## config.mk

```make
export PLATFORM = sky130hd
export DESIGN_NAME = sup_reset_gen
export DESIGN_NICKNAME = d
export VERILOG_FILES = /design/src/rtl/sup_reset_pkg.sv /design/src/rtl/sup_reset_mr_filter.sv /design/src/rtl/sup_reset_holdoff.sv /design/src/rtl/sup_reset_out_drv.sv /design/src/rtl/sup_reset_gen.sv
export SDC_FILE = /design/constraint.sdc
export NUM_CORES = 1
export LEC_CHECK = 0
export CAP_MARGIN = 20
export CORE_MARGIN = 2
export CORE_UTILIZATION = 23
export CTS_CLUSTER_SIZE = 14
export DETAILED_ROUTE_END_ITERATION = 7
export GPL_TIMING_DRIVEN = 0
export PLACE_DENSITY = 0.39
export RECOVER_POWER = 50
export SLEW_MARGIN = 20
export SYNTH_ARGS = -nofsm -noshare
export SYNTH_HDL_FRONTEND = slang
export SYNTH_HIERARCHICAL = 1
export SYNTH_SLANG_ARGS = --single-unit
```

## constraint.sdc

```tcl
create_clock -name clk -period 4.5 [get_ports clk]
set_clock_uncertainty 0.05 [all_clocks]
set_input_delay 1.35 -clock clk [delete_from_list [all_inputs] [get_ports clk]]
set_output_delay 1.35 -clock clk [all_outputs]
set_load 0.05 [all_outputs]
```

## src/rtl/sup_reset_pkg.sv

```systemverilog
package sup_reset_pkg;

   typedef enum logic {
      DRV_PUSH_PULL  = 1'b0,
      DRV_OPEN_DRAIN = 1'b1
   } drv_style_e;

   // Nominal hold-off in tenths of a millisecond for each selector value.
   function automatic longint unsigned hold_tenths_ms(input int sel);
      case (sel)
         0:       return 64'd14;
         1:       return 64'd280;
         2:       return 64'd2000;
         default: return 64'd16000;
      endcase
   endfunction

   // Clock cycles for the selected hold-off at a given clock rate in kHz.
   function automatic int unsigned hold_cycles(input int sel, input longint unsigned clk_khz);
      longint unsigned cyc;
      cyc = (hold_tenths_ms(sel) * clk_khz) / 64'd10;
      return int'(cyc);
   endfunction

endpackage

```

## src/rtl/sup_reset_mr_filter.sv

```systemverilog
module sup_reset_mr_filter #(
   parameter int unsigned GLITCH_CYC = 50
) (
   input  logic clk,
   input  logic rst_n,
   input  logic btn_n_i,
   output logic hit_o
);

   localparam int unsigned GW = $clog2(GLITCH_CYC + 1);
   localparam logic [GW-1:0] GLITCH_V = GW'(GLITCH_CYC);

   if (GLITCH_CYC < 1) begin : g_bad_glitch
      $error("GLITCH_CYC must be at least 1");
   end

   logic          sync1_q;
   logic          sync2_q;
   logic [GW-1:0] low_cnt_q;

   // Two-flop synchronizer; idle level is high (button released).
   always_ff @(posedge clk) begin
      if (!rst_n) begin
         sync1_q <= 1'b1;
         sync2_q <= 1'b1;
      end else begin
         sync1_q <= btn_n_i;
         sync2_q <= sync1_q;
      end
   end

   // Consecutive-low counter, saturating at the glitch length.
   always_ff @(posedge clk) begin
      if (!rst_n) begin
         low_cnt_q <= '0;
      end else if (sync2_q) begin
         low_cnt_q <= '0;
      end else if (low_cnt_q != GLITCH_V) begin
         low_cnt_q <= low_cnt_q + GW'(1);
      end
   end

   assign hit_o = (low_cnt_q == GLITCH_V);

endmodule

```

## src/rtl/sup_reset_holdoff.sv

```systemverilog
module sup_reset_holdoff #(
   parameter int unsigned HOLD_CYC = 350000
) (
   input  logic clk,
   input  logic rst_n,
   input  logic cause_i,
   output logic active_o
);

   localparam int unsigned CW = $clog2(HOLD_CYC + 1);
   localparam logic [CW-1:0] HOLD_V = CW'(HOLD_CYC);

   if (HOLD_CYC < 1) begin : g_bad_hold
      $error("HOLD_CYC must be at least 1");
   end

   logic [CW-1:0] cnt_q;
   logic          active_q;

   always_ff @(posedge clk) begin
      if (!rst_n) begin
         active_q <= 1'b1;
         cnt_q    <= HOLD_V;
      end else if (cause_i) begin
         active_q <= 1'b1;
         cnt_q    <= HOLD_V;
      end else if (active_q) begin
         if (cnt_q == CW'(1)) begin
            active_q <= 1'b0;
            cnt_q    <= '0;
         end else begin
            cnt_q <= cnt_q - CW'(1);
         end
      end
   end

   assign active_o = active_q;

endmodule

```

## src/rtl/sup_reset_out_drv.sv

```systemverilog
module sup_reset_out_drv
   import sup_reset_pkg::*;
#(
   parameter drv_style_e DRV_STYLE = DRV_PUSH_PULL
) (
   input  logic active_i,
   output logic pad_o,
   output logic oe_o
);

   if (DRV_STYLE == DRV_OPEN_DRAIN) begin : g_open_drain
      assign pad_o = 1'b0;
      assign oe_o  = active_i;
   end else begin : g_push_pull
      assign pad_o = ~active_i;
      assign oe_o  = 1'b1;
   end

endmodule

```

## src/rtl/sup_reset_gen.sv

```systemverilog
module sup_reset_gen
   import sup_reset_pkg::*;
#(
   parameter longint unsigned CLK_KHZ    = 250000,
   parameter int              TMO_SEL    = 2,
   parameter int unsigned     GLITCH_CYC = 50,
   parameter drv_style_e      DRV_STYLE  = DRV_PUSH_PULL
) (
   input  logic clk,
   input  logic rst_n,
   input  logic uv_flag_i,
   input  logic mr_btn_n_i,
   input  logic wdt_fault_i,
   output logic rst_active_o,
   output logic rst_n_o,
   output logic rst_oe_o
);

   localparam int unsigned HOLD_CYC = hold_cycles(TMO_SEL, CLK_KHZ);

   if (TMO_SEL < 0 || TMO_SEL > 3) begin : g_bad_sel
      $error("TMO_SEL must be 0..3");
   end
   if (CLK_KHZ < 1) begin : g_bad_clk
      $error("CLK_KHZ must be positive");
   end

   logic mr_hit;
   logic any_cause;
   logic active;

   sup_reset_mr_filter #(
      .GLITCH_CYC(GLITCH_CYC)
   ) u_filt (
      .clk    (clk),
      .rst_n  (rst_n),
      .btn_n_i(mr_btn_n_i),
      .hit_o  (mr_hit)
   );

   assign any_cause = uv_flag_i | mr_hit | wdt_fault_i;

   sup_reset_holdoff #(
      .HOLD_CYC(HOLD_CYC)
   ) u_hold (
      .clk     (clk),
      .rst_n   (rst_n),
      .cause_i (any_cause),
      .active_o(active)
   );

   sup_reset_out_drv #(
      .DRV_STYLE(DRV_STYLE)
   ) u_drv (
      .active_i(active),
      .pad_o   (rst_n_o),
      .oe_o    (rst_oe_o)
   );

   assign rst_active_o = active;

endmodule

```

==> out/metrics.cfg, run 1 <==
[grt]
grt_max_degree=12
grt-ovfl-total=0
antenna_found_initial=0
grt_pass1_vias=1451
grt_usage_pct=10.7
grt_pass1_wl_um=7090

[cts]
cts_max_level=2
cts_setup_buffers=0
clkLatencyLatePin_ps=290
clockBufferDepth=2
cts.clk_slew.worst_paths_ps=80
root_buffer=clkbuf_8
cts_tree=yes
numCtsBuffers=5
cts_sinks=35
post_cts_resized=0
ctsHoldBuffers=0

[synth]
synth_cells=198
syn-mean-instance-area_um2=9.12
synth_area_um2=1810
synth_edf_count=0
ys_async_sr_fraction_pct=0
ys_seq_area_share_pct=38.8
synth_top_family_by_area=simple AND/OR/NAND/NOR gates
yosys_most_used_dff=dfxtp_1
ys_warn_count=6
synth_cell_type_count=47
muxShareOfSynthArea_pct=0.832
synthSimpleGateAreaFrac_pct=34.9
ys_ff_latch=35
synth_compound_gate_area_share_pct=11.7
synthAdderAreaFrac_pct=2.77
yosys.area_share.xor_xnor_pct=6.79
synth_fp_nets=207

[routing]
drtAntennaViolNets=0
routed_via_density=4.52
avgRoutedWirePerCell_um=13.0
drtPass1Iterations=4
wirelength_um=4080
drc_errors=0
vias=1418
drtIter0Drc=58

[placement]
placed_cell_area_um2=1990
io_buffers=6
globalplace.congestion=0.750
hpwl_um=2890

[layout]
fin_area_um2=2070
syn2layout_area_growth_pct=14.7
fill_cells=825
n_antenna_cell=0
final_layout_size_suffix_gt1_share_pct=13.7
layout_commonest_cell=dfxtp_1
seqCellArea_um2=701
most-common-layout-cells=dfxtp_1 (35), nand2_1 (15), nor3_1 (13), a21oi_1 (13), xnor2_1 (12)
multi_input_area_um2=1020
layout.nets=220

[worst_hold_path]
hold_path_depth=1
min_from=u_filt/sync1_q
worstHoldPathType=reg2reg
hold_end=u_filt/sync2_q

[critical_path]
reg2reg_from=u_filt/low_cnt_q[0]
cp-end-kind=flip-flop
rr_endpoint=u_hold/cnt_q[9]
required_ps=4670
crit_type=in2reg
cp.arrival_ps=3130
cp-start-kind=primary input
reg2reg_slack_ps=2070
critical_path.max_fanout=10
cp-startpoint=uv_flag_i
rr_worst_depth=9

[timing]
relSlewSlack_pct=62.3
rsz0062_at_grt=false
fin_crit_ps=2960
setup_violations=0
finalSetupTns_ps=0
max_freq_ghz=0.338
finalCritPeriodShare_pct=65.7
worst_pin_slew_ps=565
maxSlewViolCount=0
final-hold-violation-count=0

[floorplanning]
core_um2=7650
die-area_um2=8570
die_h_um=92.6
die_x_um=92.6
row_count=32
start_util_pct=23.6
num_io_pins=8

[run_status]
outcome=completed

[job]
drv_cap=0

[pwr]
swShare_pct=25.5
pwr-share-seq_pct=54.2
leakage_nw=0.671
powerDensity_nw_per_um2=285
comb_power_share_pct=7.0
vdd_drop_max_mv=0.0866
power.switching_mw=0.150
p_clk_share_pct=38.8
p_int_mw=0.439

## cell families (layout without fill, tap and decap cells)
kind of cell	after synthesis	in the layout
multiplexers	1	1
flip-flops	35	35
buffers and inverters	14	28
AO/OA/AOI/OAI	35	35
other	1	1
XOR/XNOR	14	14
AND/OR/NAND/NOR	94	94
adder cells (fa/ha/maj)	4	4
## final cells by class
type,count,share of cell area (%)
Clock buffer,6,3.50
Inverter,6,1.09
Clock inverter,2,0.604
Tap cell,102,6.16
Multi-Input combinational cell,149,49.5
Timing Repair Buffer,6,2.90
Buffer,8,2.42
Sequential cell,35,33.8
## power by group through the flow
stage / Sequential (mW) / Clock [mW] / Combinational, mW
floorplan: 0.326 / 0 / 0.0306
global placement: 0.327 / 0 / 0.0424
detailed placement: 0.327 / 0 / 0.0425
CTS: 0.320 / 0.240 / 0.0427
global route: 0.320 / 0.254 / 0.0469
finish: 0.320 / 0.229 / 0.0414
## through the flow
step / power (mW) / utilization (%) / instances / setup WS (ps) / hold slack, ps
floorplan: 0.356 / - / 198 / 2000 / 336
global route: 0.622 / 27.1 / 314 / 1460 / 403
detailed placement: 0.369 / 26.1 / 306 / 1310 / 363
finish: 0.590 / 27.1 / 314 / 1540 / 369
CTS: 0.603 / 27.2 / 314 / 1590 / 381
global placement: 0.369 / 26.1 / 306 / 1330 / 345
## registers in the layout, indices dropped and copies added, names as in the netlist
| register | cells |
|---|---|
| u_filt/low_cnt_q | 6 |
| u_filt/sync1_q | 1 |
| u_hold/cnt_q | 26 |
| u_filt/sync2_q | 1 |
| u_hold/active_o | 1 |
## synth_stat cells (all sizes together) (4+ instances only)
cell | number | share of area [%]
or3 | 10 | 3.5
o21ai | 13 | 3.6
nand2b | 7 | 2.4
nor4 | 8 | 5.7
ha | 4 | 2.8
nand3 | 9 | 3.2
nor2 | 11 | 2.3
dfxtp | 35 | 39
buf | 5 | 2.1
nand4 | 4 | 1.7
inv | 6 | 1.2
o31ai | 4 | 1.9
nor3 | 16 | 6.0
xnor2 | 12 | 5.8
or4 | 4 | 1.9
a21oi | 13 | 3.8
nand2 | 15 | 3.1
## critical path: stages
cell	delay [ps]
dlygate4sd3_1	520
or3_1	350
nand2b_1	140
clkbuf_1	210
clkbuf_1	310
nor3_1	230
## how the worst max path moves through the flow
stage,end,cells after the start
floorplan,u_hold/cnt_q[9],5
global placement,u_hold/cnt_q[9],6
detailed placement,u_hold/cnt_q[9],6
CTS,rst_active_o,1
global route,u_hold/cnt_q[9],6
finish,u_hold/cnt_q[9],6
## layer usage
layer / vias up / track usage, % / wire length (um)
met5: - / 0 / 0
met4: 0 / 3.73 / 48
met3: 5 / 2.44 / 139
met2: 16 / 18.2 / 1900
met1: 660 / 13.1 / 2000
li1: 737 / - / -
Note: power is estimated with default switching activity, not from simulation.
==> run 2: changes to the inputs <==
PLACE_DENSITY = 0.41   (was 0.39)
clock period = 2.7 ns   (was 4.5 ns; I/O delays follow)
==> run 2 against run 1 <==
  * Worst hold slack lost 4.1 ps
  * Final cell count is the same
  * Register-to-register slack lost 1800 ps
  * Die area is the same
  * Via count grew 0.42%
  * Combinational power grew 69%
  * Clock power grew 110%
  * Cell area grew 1.3%
  * Sequential share of layout area shrank 0.44 points
  * Largest cell class unchanged
  * Total power grew 83%
  * Critical path depth grew 3
==> out/metrics.cfg, run 2 (synthesized netlist as in run 1, its figures left out) <==
[run_status]
outcome=completed

[timing]
final-hold-violation-count=0  ; unchanged
finalSetupTns_ps=0  ; unchanged
setup_violations=0  ; unchanged
rsz0062_at_grt=false
fin_crit_ps=2440
max_freq_ghz=0.411
worst_pin_slew_ps=521  ; -44.5 ps
maxSlewViolCount=0  ; unchanged
finalCritPeriodShare_pct=90.2
relSlewSlack_pct=65.3  ; +3.0 points

[pwr]
powerDensity_nw_per_um2=514  ; +81%
leakage_nw=0.688  ; +2.6%
vdd_drop_max_mv=0.168  ; +94%
finalPower_mw=1.08  ; +83%

[routing]
vias=1424  ; +0.42%
drc_errors=0  ; unchanged
routed_via_density=4.54  ; +0.42%
drtPass1Iterations=4  ; unchanged
avgRoutedWirePerCell_um=12.9  ; -1.1%
wirelength_um=4040  ; -1.1%
drtAntennaViolNets=0  ; unchanged
drtIter0Drc=76  ; +31%

[floorplanning]
core_um2=7650  ; unchanged
row_count=32  ; unchanged
die-area_um2=8570  ; unchanged
die_h_um=92.6  ; unchanged
num_io_pins=8  ; unchanged
start_util_pct=23.6  ; unchanged
die_x_um=92.6  ; unchanged

[layout]
n_antenna_cell=0  ; unchanged
fin_area_um2=2100  ; +1.3%
layout_commonest_cell=dfxtp_1
layout.nets=220  ; unchanged
syn2layout_area_growth_pct=16.2
top_regs=u_hold/cnt_q (26), u_filt/low_cnt_q (6)
most-common-layout-cells=dfxtp_1 (35), nand2_1 (15), nor3_1 (13), a21oi_1 (13), xnor2_1 (12)
largest_reg_flops=26  ; unchanged
top_register=u_hold/cnt_q
final_layout_size_suffix_gt1_share_pct=14.2  ; +0.47 points

[cts]
root_buffer=clkbuf_8
cts.clk_slew.worst_paths_ps=80  ; about the same
clockBufferDepth=2  ; unchanged
cts_sinks=35  ; unchanged
clkLatencyLatePin_ps=290  ; about the same
ctsHoldBuffers=0  ; unchanged
post_cts_resized=0  ; unchanged
cts_setup_buffers=0  ; unchanged
numCtsBuffers=5  ; unchanged
cts_tree=yes
cts_max_level=2  ; unchanged

[critical_path]
required_ps=2860  ; -1810 ps
cp.arrival_ps=2590  ; -540 ps
rr_endpoint=u_hold/cnt_q[9]
crit_type=reg2reg
rr_worst_depth=9  ; unchanged
cp-end-kind=flip-flop
reg2reg_slack_ps=260  ; -1810 ps
reg2reg_from=u_filt/low_cnt_q[0]
critical_path.endpoint=u_hold/cnt_q[9]
cp-startpoint=u_filt/low_cnt_q[0]
cp-start-kind=flip-flop
critical_path.max_fanout=10  ; unchanged

[grt]
grt_pass1_vias=1380  ; -4.9%
grt_usage_pct=10.5  ; -0.11 points
grt_pass1_wl_um=7130  ; +0.58%
grt-ovfl-total=0  ; unchanged
grt_max_degree=13  ; +1
antenna_found_initial=0  ; unchanged

[job]
drv_cap=0  ; unchanged

[worst_hold_path]
hold_path_depth=1  ; unchanged
worstHoldPathType=reg2reg
min_from=u_filt/sync1_q

[placement]
globalplace.congestion=0.713  ; -4.9%
placed_cell_area_um2=1990  ; unchanged
hpwl_um=2870  ; -0.96%
io_buffers=6  ; unchanged

-- run 2: cell count changes in the layout (fill, tap and decap cells not counted), sizes merged --
cell,previous run,this run
dlygate4sd3,2,3
clkdlybuf4s50,4,3
clkinv,1,2
bufinv,0,1
clkinvlp,1,0
clkbuf,9,8
-- run 2: metrics by stage --
stage	hold slack [ps]	setup slack [ps]	utilization, %	instances
2_1_floorplan	336	590	-	198
3_3_place_gp	348	73.5	26.1	306
3_5_place_dp	347	80.0	26.1	306
4_1_cts	367	242	27.5	314
5_1_grt	411	60.6	27.4	314
6_report	365	265	27.4	314
-- run 2: critical path: stages (launching register included) --
cell,delay [ps]
dfxtp_1,360
inv_1,80
ha_1,190
and4bb_1,210
and2_4,180
or3_1,380
nand2b_1,150
clkbuf_1,220
clkbuf_1,310
nor3_1,220
-- run 2: where the power goes --
group	switching, mW	total (mW)	leakage (nW)	internal, mW
logic	0.0413	0.0699	0.346	0.0286
clock network	0.201	0.476	0.0581	0.275
registers	0.00896	0.532	0.284	0.523
-- run 2: worst min path at each step --
| stage | to | slack [ps] |
|---|---|---|
| floorplan | u_filt/sync2_q | 340 |
| global placement | u_filt/sync2_q | 350 |
| detailed placement | u_filt/sync2_q | 350 |
| CTS | u_filt/sync2_q | 370 |
| global route | u_filt/sync2_q | 410 |
| finish | u_filt/sync2_q | 360 |
-- run 2: layer usage --
metal | GRT usage (%) | vias up | wire length [um]
met5 | 0 | - | 0
met4 | 3.86 | 0 | 26
met3 | 2.52 | 2 | 144
met2 | 15.2 | 17 | 1680
met1 | 15.2 | 670 | 2190
li1 | - | 735 | -
-- run 2: final cells by class --
type,count,area [um^2]
multi-input cells,149,1020
inverters,6,22.5
well taps,102,128
clock buffers,5,68.8
plain buffers,8,50.0
flip-flops and latches,35,701
fillers,823,5550
clock inverters,3,43.8
repair buffers,6,60.1
